**src/rtl/dic_pkg.sv**
```systemverilog
package dic_pkg;
  typedef enum logic [1:0] {
    OP_NOP = 2'd0,
    OP_PRE = 2'd1,
    OP_REF = 2'd2,
    OP_MRS = 2'd3
  } dram_op_e;

  typedef struct packed {
    logic [7:0] misc;
    logic [2:0] rows;
    logic       boot_unlock;
    logic       tim_unlock;
    logic       drive;
    logic [2:0] cl;
  } cfg_t;

  localparam int unsigned NSTEPS = 9;
endpackage

```
**src/rtl/dic_regs.sv**
```systemverilog
module dic_regs
  import dic_pkg::*;
#(
  parameter int unsigned DW       = 32,
  parameter int unsigned AW       = 2,
  parameter int unsigned RFR_W    = 16,
  parameter logic [2:0]  CL_RST   = 3'd5,
  parameter logic [2:0]  ROWS_RST = 3'd2,
  parameter logic [DW-1:0] TIM1_RST = 32'h2222_1111,
  parameter logic [DW-1:0] TIM2_RST = 32'h0000_3333,
  parameter logic [RFR_W-1:0] RFR_RST = 16'h0618
) (
  input  logic              clk_i,
  input  logic              rst_ni,
  input  logic              we_i,
  input  logic [AW-1:0]     addr_i,
  input  logic [DW/8-1:0]   be_i,
  input  logic [DW-1:0]     wdata_i,
  input  logic              busy_i,
  output cfg_t              cfg_o,
  output logic [DW-1:0]     tim1_o,
  output logic [DW-1:0]     tim2_o,
  output logic [RFR_W-1:0]  rfr_o,
  output logic [DW-1:0]     rdata_o,
  output logic              cfg_lo_wr_o
);
  localparam int unsigned NB   = DW / 8;
  localparam int unsigned RFRB = RFR_W / 8;

  cfg_t              cfg_q;
  logic [DW-1:0]     tim1_q, tim2_q;
  logic [RFR_W-1:0]  rfr_q;

  logic wr_cfg, wr_t1, wr_t2, wr_rf;
  assign wr_cfg = we_i && (addr_i == AW'(0));
  assign wr_t1  = we_i && (addr_i == AW'(1));
  assign wr_t2  = we_i && (addr_i == AW'(2));
  assign wr_rf  = we_i && (addr_i == AW'(3));

  always_ff @(posedge clk_i or negedge rst_ni) begin
    if (!rst_ni) begin
      cfg_q <= '{misc: 8'h00, rows: ROWS_RST, boot_unlock: 1'b0,
                 tim_unlock: 1'b0, drive: 1'b0, cl: CL_RST};
    end else if (wr_cfg) begin
      if (be_i[0]) begin
        if (cfg_q.tim_unlock) cfg_q.cl <= wdata_i[2:0];
        cfg_q.tim_unlock <= wdata_i[4];
        if (wdata_i[5]) begin
          cfg_q.boot_unlock <= 1'b1;
        end else if (cfg_q.boot_unlock) begin
          cfg_q.drive       <= wdata_i[3];
          cfg_q.boot_unlock <= 1'b0;
        end
      end
      if (be_i[1]) cfg_q.rows <= wdata_i[10:8];
      if (be_i[2]) cfg_q.misc <= wdata_i[23:16];
    end
  end

  always_ff @(posedge clk_i or negedge rst_ni) begin
    if (!rst_ni) begin
      tim1_q <= TIM1_RST;
      tim2_q <= TIM2_RST;
    end else if (cfg_q.tim_unlock) begin
      for (int b = 0; b < NB; b++) begin
        if (wr_t1 && be_i[b]) tim1_q[8*b +: 8] <= wdata_i[8*b +: 8];
        if (wr_t2 && be_i[b]) tim2_q[8*b +: 8] <= wdata_i[8*b +: 8];
      end
    end
  end

  // refresh rate frozen while an init sequence is pending or running
  always_ff @(posedge clk_i or negedge rst_ni) begin
    if (!rst_ni) begin
      rfr_q <= RFR_RST;
    end else if (wr_rf && !busy_i) begin
      for (int b = 0; b < RFRB; b++) begin
        if (be_i[b]) rfr_q[8*b +: 8] <= wdata_i[8*b +: 8];
      end
    end
  end

  always_comb begin
    rdata_o = '0;
    unique case (addr_i)
      AW'(0): begin
        rdata_o[2:0]   = cfg_q.cl;
        rdata_o[3]     = cfg_q.drive;
        rdata_o[4]     = cfg_q.tim_unlock;
        rdata_o[5]     = cfg_q.boot_unlock;
        rdata_o[10:8]  = cfg_q.rows;
        rdata_o[23:16] = cfg_q.misc;
      end
      AW'(1): rdata_o = tim1_q;
      AW'(2): rdata_o = tim2_q;
      default: rdata_o[RFR_W-1:0] = rfr_q;
    endcase
  end

  assign cfg_lo_wr_o = wr_cfg && (be_i[1:0] != 2'b00);
  assign cfg_o  = cfg_q;
  assign tim1_o = tim1_q;
  assign tim2_o = tim2_q;
  assign rfr_o  = rfr_q;
endmodule

```
**src/rtl/dic_trig.sv**
```systemverilog
module dic_trig (
  input  logic clk_i,
  input  logic rst_ni,
  input  logic soft_rst_i,
  input  logic cfg_lo_wr_i,
  input  logic start_i,
  output logic pend_o
);
  logic pend_q;

  // hard reset leaves a request pending; new triggers win over the start clear
  always_ff @(posedge clk_i or negedge rst_ni) begin
    if (!rst_ni) pend_q <= 1'b1;
    else         pend_q <= (pend_q && !start_i) || soft_rst_i || cfg_lo_wr_i;
  end

  assign pend_o = pend_q;
endmodule

```
**src/rtl/dic_seq.sv**
```systemverilog
module dic_seq
  import dic_pkg::*;
#(
  parameter int unsigned MW = 16
) (
  input  logic          clk_i,
  input  logic          rst_ni,
  input  logic          start_i,
  input  logic          q_idle_i,
  input  logic          done_i,
  input  logic [2:0]    cl_i,
  input  logic          drive_i,
  output logic          active_o,
  output logic          cmd_valid_o,
  output logic [1:0]    cmd_op_o,
  output logic [1:0]    cmd_bank_o,
  output logic [MW-1:0] cmd_addr_o
);
  localparam int unsigned SW   = $clog2(NSTEPS);
  localparam logic [SW-1:0] LAST = SW'(NSTEPS - 1);

  typedef enum logic [1:0] {S_IDLE, S_DRAIN, S_CMD} st_e;

  st_e           st_q;
  logic [SW-1:0] step_q;

  always_ff @(posedge clk_i or negedge rst_ni) begin
    if (!rst_ni) begin
      st_q   <= S_IDLE;
      step_q <= '0;
    end else begin
      unique case (st_q)
        S_IDLE:  if (start_i) st_q <= S_DRAIN;
        S_DRAIN: if (q_idle_i) begin
          st_q   <= S_CMD;
          step_q <= '0;
        end
        default: if (done_i) begin
          if (step_q == LAST) st_q <= S_IDLE;
          else                step_q <= step_q + 1'b1;
        end
      endcase
    end
  end

  logic [MW-1:0] mr_w, emr1_w, pre_w;
  always_comb begin
    mr_w       = '0;
    mr_w[6:4]  = cl_i;
    emr1_w     = '0;
    emr1_w[1]  = drive_i;
    emr1_w[2]  = 1'b1;  // with bit 6 low: 75 ohm termination; bit 0 low: DLL on
    pre_w      = '0;
    pre_w[10]  = 1'b1;  // all banks
  end

  dram_op_e      op;
  logic [1:0]    bank;
  logic [MW-1:0] addr;
  always_comb begin
    op   = OP_MRS;
    bank = 2'd0;
    addr = '0;
    unique case (step_q)
      SW'(0): begin op = OP_PRE; addr = pre_w; end
      SW'(1): bank = 2'd2;
      SW'(2): bank = 2'd3;
      SW'(3): begin bank = 2'd1; addr = emr1_w; end
      SW'(4): begin addr = mr_w; addr[8] = 1'b1; end
      SW'(5): begin op = OP_PRE; addr = pre_w; end
      SW'(6), SW'(7): op = OP_REF;
      default: addr = mr_w;
    endcase
  end

  assign active_o    = (st_q != S_IDLE);
  assign cmd_valid_o = (st_q == S_CMD);
  assign cmd_op_o    = cmd_valid_o ? op : OP_NOP;
  assign cmd_bank_o  = cmd_valid_o ? bank : 2'd0;
  assign cmd_addr_o  = cmd_valid_o ? addr : '0;
endmodule

```
**src/rtl/dram_init_ctrl.sv**
```systemverilog
module dram_init_ctrl
  import dic_pkg::*;
#(
  parameter int unsigned DW    = 32,
  parameter int unsigned AW    = 2,
  parameter int unsigned RFR_W = 16,
  parameter int unsigned MW    = 16
) (
  input  logic            clk_i,
  input  logic            rst_ni,
  input  logic            soft_rst_i,
  input  logic            reg_we_i,
  input  logic [AW-1:0]   reg_addr_i,
  input  logic [DW/8-1:0] reg_be_i,
  input  logic [DW-1:0]   reg_wdata_i,
  output logic [DW-1:0]   reg_rdata_o,
  input  logic            cmdq_idle_i,
  output logic            cmd_valid_o,
  output logic [1:0]      cmd_op_o,
  output logic [1:0]      cmd_bank_o,
  output logic [MW-1:0]   cmd_addr_o,
  input  logic            cmd_done_i,
  output logic            busy_o,
  output logic            irq_o,
  output logic            dma_evt_o
);
  cfg_t             cfg_q;
  logic [DW-1:0]    tim1_q, tim2_q;
  logic [RFR_W-1:0] rfr_q;
  logic             cfg_lo_wr, pend, active, start;

  assign start  = pend && !active;
  assign busy_o = pend || active;

  dic_regs #(.DW(DW), .AW(AW), .RFR_W(RFR_W)) u_regs (
    .clk_i       (clk_i),
    .rst_ni      (rst_ni),
    .we_i        (reg_we_i),
    .addr_i      (reg_addr_i),
    .be_i        (reg_be_i),
    .wdata_i     (reg_wdata_i),
    .busy_i      (busy_o),
    .cfg_o       (cfg_q),
    .tim1_o      (tim1_q),
    .tim2_o      (tim2_q),
    .rfr_o       (rfr_q),
    .rdata_o     (reg_rdata_o),
    .cfg_lo_wr_o (cfg_lo_wr)
  );

  dic_trig u_trig (
    .clk_i       (clk_i),
    .rst_ni      (rst_ni),
    .soft_rst_i  (soft_rst_i),
    .cfg_lo_wr_i (cfg_lo_wr),
    .start_i     (start),
    .pend_o      (pend)
  );

  dic_seq #(.MW(MW)) u_seq (
    .clk_i       (clk_i),
    .rst_ni      (rst_ni),
    .start_i     (start),
    .q_idle_i    (cmdq_idle_i),
    .done_i      (cmd_done_i),
    .cl_i        (cfg_q.cl),
    .drive_i     (cfg_q.drive),
    .active_o    (active),
    .cmd_valid_o (cmd_valid_o),
    .cmd_op_o    (cmd_op_o),
    .cmd_bank_o  (cmd_bank_o),
    .cmd_addr_o  (cmd_addr_o)
  );

  assign irq_o     = 1'b0;
  assign dma_evt_o = 1'b0;
endmodule

```
**config.mk**
```make
export PLATFORM = sky130hd
export DESIGN_NAME = dram_init_ctrl
export DESIGN_NICKNAME = d
export VERILOG_FILES = /design/src/rtl/dic_pkg.sv /design/src/rtl/dic_regs.sv /design/src/rtl/dic_trig.sv /design/src/rtl/dic_seq.sv /design/src/rtl/dram_init_ctrl.sv
export SDC_FILE = /design/constraint.sdc
export NUM_CORES = 1
export LEC_CHECK = 0
export ABC_CLOCK_PERIOD_IN_PS = 1700
export CORE_MARGIN = 4
export CORE_UTILIZATION = 47
export DETAILED_ROUTE_END_ITERATION = 12
export PLACE_DENSITY = 0.81
export SYNTH_ARGS = -nofsm -noshare
export SYNTH_HDL_FRONTEND = slang
export SYNTH_SLANG_ARGS = --single-unit
```
**constraint.sdc**
```tcl
create_clock -name clk_i -period 1.7 [get_ports clk_i]
set_input_delay 0.17 -clock clk_i [delete_from_list [all_inputs] [get_ports clk_i]]
set_output_delay 0.17 -clock clk_i [all_outputs]
set_load 0.02 [all_outputs]
```
# Word-level counts from Yosys, hierarchy flattened
# Cells that the tools add are included.
# classes
add_sub_neg	1
n_eq_ne	16
n_mux	22
bitwise	2
n_reduce_logical	50
# op_table
op	count
$pmux W11 S4	1
$reduce_and A2 Y1	13
$pmux W8 S3	1
$pmux W6 S3	1
$eq A4 B3 Y1 const B	4
$logic_and A1 B1 Y1	16
$pmux W8 S2	1
$pmux W5 S3	1
$mux W2	6
$mux W4	3
$pmux W2 S3	2
$reduce_and A4 Y1	3
$mux W11	1
$pmux W3 S3	1
$eq A4 B2 Y1 const B	2
$pmux W2 S2	2
$pmux W4 S2	1
$eq A2 B2 Y1 const B	3
$ne A2 B2 Y1 const B	3
$reduce_bool A2 Y1	3
$reduce_bool A3 Y1	2
$add A4 B1 Y4 const B	1
$eq A2 B1 Y1 const B	2
$eq A4 B1 Y1 const B	1
other kinds (10)	17
# word_totals
register_bits	104
out_inout_bits	56

# Logic depth before layout (Yosys ltp)
# Gate-level depths: netlist of run 1.
# logic_depth
depth_word	7
mapped_depth	7
mapped_depth_nobuf	5

# Modules after synthesis
# Synthesis of run 1 repeated with hierarchy kept, for this count alone.
# hier_totals
hier_cells	397
hier_area_um2	5122.4
# modules_own_cells
mod	n_inst	cells_each	area_per_inst_um2	seq_area_each_um2
dic_regs	1	316	4489.3	2456.1
dic_seq	1	72	563.0	150.1
dic_trig	1	4	38.8	26.3
dram_init_ctrl	1	5	31.3	0.0

# Worst setup path after synthesis of run 1
# Ideal clock, no wire load.
# synth_timing
kind	register to output
from	register u_seq.step_q[0]
to	output port cmd_addr_o[4]
arrival_time_ps	1597
required_time_ps	1530
path_slack_ps	-67
path_stages_with_launch	6
n_path_buf	0
path_cell_list	dfrtp_1 inv_1 ha_1 or4_1 a21oi_1 and2_1
# synth_via
elab_chain_len	4
word_cells_on_any_way	12
cone_classes	eq/ne: 7; mux: 2; reduce/logical: 3
# synth_rtl
item	line_no	rtl
start: declaration	dic_seq.sv:25	logic [SW-1:0] step_q;
start signal: assignment	dic_seq.sv:40	else step_q <= step_q + 1'b1;
$eq A4 B1 Y1, or another cell as far along	dic_seq.sv:64	unique case (step_q)
$reduce_or A4 Y1 (no line) or $reduce_or A2 Y1 (tied branches)	-	
$pmux W11 S4 (*)	dic_seq.sv:64	
$mux W11 (*)	dic_seq.sv:80	assign cmd_addr_o = cmd_valid_o ? addr : '0;
end: declaration	dram_init_ctrl.sv:21	output logic [MW-1:0] cmd_addr_o,
# Every way passes the cells marked *; elsewhere a longest branch is shown, timed or not.

# Final worst setup path of run 1
# layout_timing
from	register u_seq.step_q[0]
to	output port cmd_addr_o[6]
# The elaborated chain is that of the path after synthesis.

==> key figures, run 1 <==
Final layout
  – Ratio of cells with drive above 1 in the final layout: a little under half
  – Commonest cells after routing, fill and taps aside: sky130_fd_sc_hd__mux2_2, sky130_fd_sc_hd__dfrtp_1, sky130_fd_sc_hd__buf_4
  – Area overhead of the layout relative to synthesis: 32.0%
  – Diodes inserted: 0
  – Utilization after layout: 64.0%
  – Most common cell after layout, fill and taps aside: sky130_fd_sc_hd__mux2_2
  – Final #Nets: 571

Run
  – Total of max-cap violations: 0

GRT
  – Vias in the first global route: 3,826
  – Grt met1 use: 24.0%
  – Aggregate global routing overflow: 0
  – Antenna violations before repair: 0
  – Most Used Layer, Global Route: met2
  – Met2 demand-to-capacity share in global routing: between 30% and 40%
  – Total Routing Usage GR: 19.4%
  – Global-route wire length before repair: 19.4 mm
  – Maximum number of pins on one net before global-route repair: 105
  – Met3 demand-to-capacity share in global routing: 4.78%

Power
  – Proportion of power drawn by combinational gates: roughly 36%
  – Sequential group share of total power: approximately 45%
  – Pwr Density: 1250 nW/um^2
  – Internal power component: 5660 uW
  – Largest vdd supply drop: 0.579 mV
  – Net Sw Frac: 31.9%
  – Net Sw Power: 2650 uW
  – Total leakage power: 0.00303 uW
  – Total Power Consumption: 8310 uW
  – Clk network pwr share: 18.5%

Drt
  – Count of vias placed by the detailed router: 3,569
  – Residual DRC count: 0
  – Routed wire per std cell: 18.0 um
  – Via/cell ratio: 5.42
  – Number of design-rule violations left by the first detailed-router iteration: about 190
  – Routed Antenna Nets: 0
  – Routed WL: between 10 and 15 mm
  – Router iterations before antenna repair: 5

Floorplanning
  – Die X-Extent: ~110 um
  – Num rows: 37
  – Die Height: 111 um
  – Initial standard-cell utilization of the core: 48.5%
  – Total die area: 12,400 sq um
  – Placeable core region: 10,400 sq um
  – Number of ports placed on the die boundary: 100

STA
  – Final Slew Violations: 0
  – Normalized max-slew margin: a little over three fifths
  – Share of the cycle needed by the critical path after routing: 129%
  – Setup repair after global routing missed its margin: true
  – Clock skew after layout: around 0.0073 ns
  – Final TNS setup: -2.23 ns
  – # setup viols final: 8
  – Tmin final: 2.19 ns
  – Final Hold Violating Endpoints: 0
  – Fmax: roughly 460 MHz
  – Actual transition at the worst max-transition pin: 0.561 ns
  – Least setup slack across all paths after layout: -0.488 ns

Run status
  – Failing checks: setup timing
  – Result of the run: complete, but fails checks

Clock tree
  – Worst skew pair latency: about 0.36 ns
  – CTS tree: yes
  – Clock-pin slew on the worst setup and hold paths: 0.10 ns
  – Maximum clock path buffer count: 2
  – Inserted Clock Buffers: 9
  – Depth of the CTS H-tree: 3
  – TritonCTS Sinks: 104
  – Root buffer cell: sky130_fd_sc_hd__clkbuf_8

Worst setup path
  – Required time of the critical path: 1.53 ns
  – Arrival time of the worst setup path: 2.02 ns
  – Endpoint of the most critical register-to-register path: u_regs.rfr_o[11]
  – Master of the slowest instance on the critical path: sky130_fd_sc_hd__or4_4
  – CP Launch Type: flip-flop
  – Cell chain of the critical path: inv_2, ha_4, or4_4, a21oi_4, and2_4, buf_6
  – Launching instance or port of the critical path: u_seq.step_q[0]
  – Endpoint of the most critical setup path: cmd_addr_o[6]
  – Largest fanout of any net on the critical path: 4
  – Peak per-stage delay on the critical path: roughly 0.54 ns
  – Worst r2r path cells: 5
  – R2r setup slk: 0.02 ns
  – Path type of the worst setup path: reg2out
  – Worst reg2reg startpoint: u_seq.st_q[1]
  – Category of the worst setup path capture point: output port

Synthesis
  – Biggest area consumer among synthesized cells: sky130_fd_sc_hd__dfrtp_1
  – Seq/Total Area, Yosys: 52.3%
  – Syn. warnings: 0
  – Synthesized flop and latch total: around 100
  – Area share of the largest cell type after synthesis: 39.8%
  – Mapped cell area: 5030 sq um
  – Number of unique standard cell types used by synthesis: 38
  – Dominant cells by area after synthesis: sky130_fd_sc_hd__dfrtp_1, sky130_fd_sc_hd__mux2_2, sky130_fd_sc_hd__dfstp_2
  – Mapped Cells: 393
  – Mean post-synth cell area: between 10 and 15 sq um

Placement
  – Count of buffers from port buffering: 88
  – Placer's final routability congestion estimate: 0.765
  – Detail Placement HPWL: between 8 and 9 mm

Hold path
  – Class of the worst hold path: in2async
==> power by group through the flow <==
stage / Combinational [uW] / Sequential (uW) / Clock [uW]
CTS: 2830 / 3720 / 1560
detailed placement: 2730 / 3750 / 0
global route: 3280 / 3830 / 1680
finish: 3020 / 3750 / 1540
global placement: 2620 / 3680 / 0
floorplan: 1650 / 3600 / 0
==> what timing repair did <==
action | in CTS | in global routing
gates resized for setup | 178 | 36
hold buffers | 1 | 0
pin swaps | 17 | 14
hold endpoints to repair | 80 | 0
buffers inserted | 3 | 4
endpoints found under the setup margin | 122 | 45
==> critical path, delay by kind of cell (launching register included) <==
family          cells  cell delay [ns]
simple gates        2             0.70
fa+ha+maj           1             0.16
buf+inv             2             0.20
flops               1             0.44
compound gates      1             0.17
==> how the worst min path moves through the flow <==
stage,slack (ns),cells past startpoint,to
global route,0.40,2,u_trig.pend_o
CTS,0.41,2,u_trig.pend_o
global placement,0.27,2,u_regs.rfr_o[15]
finish,0.36,3,u_regs.rfr_o[13]
floorplan,-0.13,0,u_regs.cfg_o[10]
detailed placement,0.28,2,u_regs.rfr_o[13]
==> state kept, by name, summed over array words and instances (netlist names) <==
| name | flops |
|---|---|
| u_regs.cfg_o | 17 |
| u_regs.tim1_o | 32 |
| u_trig.pend_o | 1 |
| u_regs.rfr_o | 16 |
| u_seq.step_q | 4 |
| u_regs.tim2_o | 32 |
| u_seq.st_q | 2 |
==> kinds of logic (layout without fill, tap and decap cells) <==
kind of cell | count (synthesis) | count (layout) | synth area share (%)
AO/OA/AOI/OAI | 53 | 53 | 7.98
AND/OR/NAND/NOR | 70 | 70 | 8.46
flip-flops | 104 | 104 | 52.3
buffers and inverters | 48 | 167 | 5.00
other | 1 | 11 | 0.0746
adder cells (fa/ha/maj) | 9 | 9 | 2.24
multiplexers | 108 | 108 | 23.9
==> cell type report <==
type | instances | area, sq um
Sequential cell | 104 | 2640
Timing Repair Buffer | 137 | 1250
Tap cell | 136 | 170
Fill cell | 803 | 3730
Clock buffer | 12 | 155
Inverter | 15 | 56.3
Clock inverter | 3 | 42.5
Multi-Input combinational cell | 251 | 2330
==> routing by layer <==
layer	wire length, um	part of all wire (%)	vias to the layer above
met5	0	0	-
met4	201	1.7	0
met3	640	5.4	17
met2	6000	51	112
met1	4990	42	1782
li1	-	-	1658
==> per-stage QoR <==
| stage | instance area, sq um | worst slack, ns | std cells | hold slack (ns) |
|---|---|---|---|---|
| after detailed placement | 6300 | -0.738 | 635 | 0.276 |
| final | 6640 | -0.488 | 658 | 0.362 |
| after CTS | 6530 | -0.495 | 654 | 0.407 |
| after global routing | 6640 | -0.556 | 658 | 0.397 |
| after floorplan | 5080 | -0.0273 | 403 | -0.126 |
| after global placement | 6300 | -0.680 | 635 | 0.267 |
==> cells in the mapped netlist <==
library cell / number
sky130_fd_sc_hd__nor4b_2: 1
sky130_fd_sc_hd__inv_1: 15
sky130_fd_sc_hd__a31oi_1: 1
sky130_fd_sc_hd__and3_1: 5
sky130_fd_sc_hd__dfstp_2: 24
sky130_fd_sc_hd__o211ai_1: 2
sky130_fd_sc_hd__clkbuf_2: 1
sky130_fd_sc_hd__nand4_1: 4
sky130_fd_sc_hd__nor2b_1: 9
sky130_fd_sc_hd__ha_1: 9
sky130_fd_sc_hd__a21oi_1: 5
sky130_fd_sc_hd__buf_6: 2
sky130_fd_sc_hd__nor3_1: 4
sky130_fd_sc_hd__o21a_1: 2
sky130_fd_sc_hd__and2_1: 4
sky130_fd_sc_hd__a22oi_1: 15
sky130_fd_sc_hd__nand2_4: 8
sky130_fd_sc_hd__buf_2: 2
sky130_fd_sc_hd__nor3b_1: 1
sky130_fd_sc_hd__nand2_1: 13
sky130_fd_sc_hd__clkbuf_1: 14
sky130_fd_sc_hd__mux2_2: 90
sky130_fd_sc_hd__or3_1: 1
sky130_fd_sc_hd__o31ai_1: 1
sky130_fd_sc_hd__nand3_1: 3
sky130_fd_sc_hd__nor4_1: 1
sky130_fd_sc_hd__o21ai_0: 10
sky130_fd_sc_hd__dfrtp_1: 80
sky130_fd_sc_hd__mux2i_1: 11
sky130_fd_sc_hd__conb_1: 1
sky130_fd_sc_hd__nand4b_1: 1
sky130_fd_sc_hd__mux2_1: 7
sky130_fd_sc_hd__nor2_1: 11
sky130_fd_sc_hd__nand2b_1: 1
sky130_fd_sc_hd__a222oi_1: 17
sky130_fd_sc_hd__buf_4: 14
sky130_fd_sc_hd__nand3b_1: 2
sky130_fd_sc_hd__or4_1: 1
(Power assumes the default switching activity.)
==> run 2: changes to the inputs <==
--- a/constraint.sdc
+++ b/constraint.sdc
@@ -3,2 +3,2 @@
 set_output_delay 0.17 -clock clk_i [all_outputs]
-set_load 0.02 [all_outputs]
+set_load 0.01 [all_outputs]
==> run 2 against run 1 <==
The run still ends with setup timing left. Sequential power up 1%. Wire length up 5.8%. Combinational power is 6% lower. Sequential cell count unchanged. Register-to-register slack worse by 0.02 ns. Global-route usage up 0.42 points. Critical endpoint unchanged. Cell count rose by 0.30%. Clock power about the same. Largest power group unchanged. Via count increased by 3.4%. Sequential share of layout area down 0.37 points. Die area unchanged.
==> key figures, run 2 (synthesis gave the netlist of run 1 again) <==
STA
  – Clock skew after layout: 0.0123 ns (+0.00501 ns)
  – Tmin final: 2.18 ns (-0.0108 ns)
  – # setup viols final: 9 (+1)
  – Fmax: 459 MHz (+0.49%)
  – Share of the cycle needed by the critical path after routing: 128% (-0.63 points)
  – Setup repair after global routing missed its margin: true
  – Final TNS setup: -2.23 ns (+0.00386 ns)
  – Final Hold Violating Endpoints: 0 (unchanged)
  – Final Slew Violations: 0 (unchanged)
  – Least setup slack across all paths after layout: -0.477 ns (+0.0108 ns)

GRT
  – Aggregate global routing overflow: 0 (unchanged)
  – Vias in the first global route: 3,923 (+2.5%)
  – Maximum number of pins on one net before global-route repair: 42 (-60%)
  – Antenna violations before repair: 0 (unchanged)
  – Global-route wire length before repair: 19.7 mm (+1.6%)
  – Total Routing Usage GR: 19.8% (+0.42 points)

Final layout
  – Final instance area: 6710 sq um (+0.98%)
  – Most common cell after layout, fill and taps aside: sky130_fd_sc_hd__mux2_2
  – Ratio of cells with drive above 1 in the final layout: 46.9% (-0.75 points)
  – Commonest cells after routing, fill and taps aside: sky130_fd_sc_hd__mux2_2, sky130_fd_sc_hd__dfrtp_1, sky130_fd_sc_hd__clkdlybuf4s50_1
  – Diodes inserted: 0 (unchanged)
  – Final #Nets: 572 (+0.18%)
  – Fillcell total: 750 (-6.6%)
  – Sequential standard cell area: 2640 sq um (about the same)
  – Area of combinational cells with multiple inputs: 2400 sq um (+2.8%)
  – Area overhead of the layout relative to synthesis: 33.3%

Floorplanning
  – Num rows: 37 (unchanged)
  – Die X-Extent: 111 um (unchanged)
  – Die Height: 111 um (unchanged)
  – Total die area: 12,400 sq um (unchanged)
  – Number of ports placed on the die boundary: 100 (unchanged)
  – Initial standard-cell utilization of the core: 48.5% (unchanged)
  – Placeable core region: 10,400 sq um (unchanged)

Worst setup path
  – Endpoint of the most critical setup path: cmd_addr_o[6]
  – Endpoint of the most critical register-to-register path: u_regs.rfr_o[2]
  – CP Launch Type: flip-flop
  – Worst r2r path cells: 5 (unchanged)
  – Required time of the critical path: 1.53 ns (about the same)
  – Arrival time of the worst setup path: 2.01 ns (about the same)
  – R2r setup slk: 0 ns (-0.02 ns)
  – Worst reg2reg startpoint: u_seq.st_q[0]
  – Largest fanout of any net on the critical path: 4 (unchanged)
  – Category of the worst setup path capture point: output port
  – Path type of the worst setup path: reg2out
  – Launching instance or port of the critical path: u_seq.step_q[1]

Power
  – Pwr Density: 1210 nW/um^2 (-3.0%)
  – Net Sw Frac: 31.7% (-0.16 points)
  – Proportion of power drawn by combinational gates: 34.8% (-1.6 points)
  – Total leakage power: 0.00305 uW (+0.93%)
  – Net Sw Power: 2580 uW (-2.6%)
  – Clk network pwr share: 18.6% (about the same)
  – Sequential group share of total power: 46.6% (+1.5 points)
  – Largest vdd supply drop: 0.893 mV (+54%)
  – Internal power component: 5550 uW (-1.9%)

Hold path
  – Class of the worst hold path: in2async

Drt
  – Routed wire per std cell: 19.0 um (+5.5%)
  – Total length of routed met3 wires: 685 um (+7.0%)
  – Number of design-rule violations left by the first detailed-router iteration: 235 (+26%)
  – Highest layer used for signal routing: met4
  – Routed Antenna Nets: 0 (unchanged)
  – Routed WL: 12.5 mm (+5.8%)
  – Count of vias placed by the detailed router: 3,689 (+3.4%)
  – Wl on met1: 5.27 mm (+5.6%)
  – Residual DRC count: 0 (unchanged)
  – Via/cell ratio: 5.59 (+3.0%)
  – Routed met2 length: 6.25 mm (+4.1%)
  – Router iterations before antenna repair: 8 (+3)

Clock tree
  – Clock-pin slew on the worst setup and hold paths: 0.10 ns (about the same)
  – Worst skew pair latency: 0.38 ns (+0.02 ns)
  – Root buffer cell: sky130_fd_sc_hd__clkbuf_8
  – Depth of the CTS H-tree: 3 (unchanged)
  – TritonCTS Sinks: 104 (unchanged)
  – Maximum clock path buffer count: 2 (unchanged)
  – CTS tree: yes
  – Inserted Clock Buffers: 9 (unchanged)

Placement
  – Placer's final routability congestion estimate: 0.810 (+5.8%)
  – Detail Placement HPWL: 8.49 mm (+2.7%)
  – Placed cell area: 6300 sq um (about the same)
  – Count of buffers from port buffering: 88 (unchanged)

Run status
  – Result of the run: complete, but fails checks
  – Failing checks: setup timing

Run
  – Total of max-cap violations: 0 (unchanged)
-- run 2: worst max-delay path: stages, from the launching register on --
cell                      delay, ns
sky130_fd_sc_hd__dfrtp_2       0.47
sky130_fd_sc_hd__inv_4         0.07
sky130_fd_sc_hd__ha_4          0.16
sky130_fd_sc_hd__or4_4         0.52
sky130_fd_sc_hd__a21oi_4       0.16
sky130_fd_sc_hd__and2_1        0.14
sky130_fd_sc_hd__buf_2         0.12
-- run 2: cell type report --
type / count / share of cell area [%]
Clock buffer: 11 / 1.96
Tap cell: 136 / 2.54
Timing Repair Buffer: 138 / 18.7
Multi-Input combinational cell: 251 / 35.8
Inverter: 15 / 0.877
Clock inverter: 5 / 0.877
Sequential cell: 104 / 39.3
-- run 2: routing by layer --
layer / vias up / GRT usage [%]
met2: 123 / 34.6
li1: 1663 / -
met4: 0 / 7.54
met5: - / 0
met3: 26 / 4.02
met1: 1877 / 24.2
-- run 2: per-stage QoR --
step	utilization, %	setup WS [ns]	power [uW]	hold slack (ns)	instances
floorplan	-	-0.000703	5030	-0.126	403
global placement	60.8	-0.606	6080	0.158	635
detailed placement	60.8	-0.656	6250	0.171	635
CTS	63.3	-0.506	7850	0.307	655
global route	64.7	-0.543	8590	0.341	660
finish	64.7	-0.477	8130	0.301	660
-- run 2: worst min-delay path by stage --
| stage | to | slack (ns) |
|---|---|---|
| 3_5_place_dp | u_seq.step_q[3] | 0.17 |
| 6_report | u_regs.tim2_o[26] | 0.30 |
| 5_1_grt | u_seq.step_q[3] | 0.34 |
| 2_1_floorplan | u_regs.cfg_o[10] | -0.13 |
| 4_1_cts | u_regs.tim2_o[26] | 0.31 |
| 3_3_place_gp | u_seq.step_q[3] | 0.16 |
-- run 2: timing repair --
action	in CTS	in global routing
endpoints found under the setup margin	123	27
setup buffers	1	6
gates cloned	2	0
pin swaps	22	25
hold endpoints to repair	29	0
gates resized for setup	149	50
hold buffers	1	0
-- run 2: power groups by stage --
stage | clock network (uW) | registers [uW] | logic, uW
2_1_floorplan | 0 | 3590 | 1440
3_3_place_gp | 0 | 3680 | 2400
3_5_place_dp | 0 | 3740 | 2510
4_1_cts | 1550 | 3730 | 2560
5_1_grt | 1650 | 3860 | 3070
6_report | 1510 | 3790 | 2830
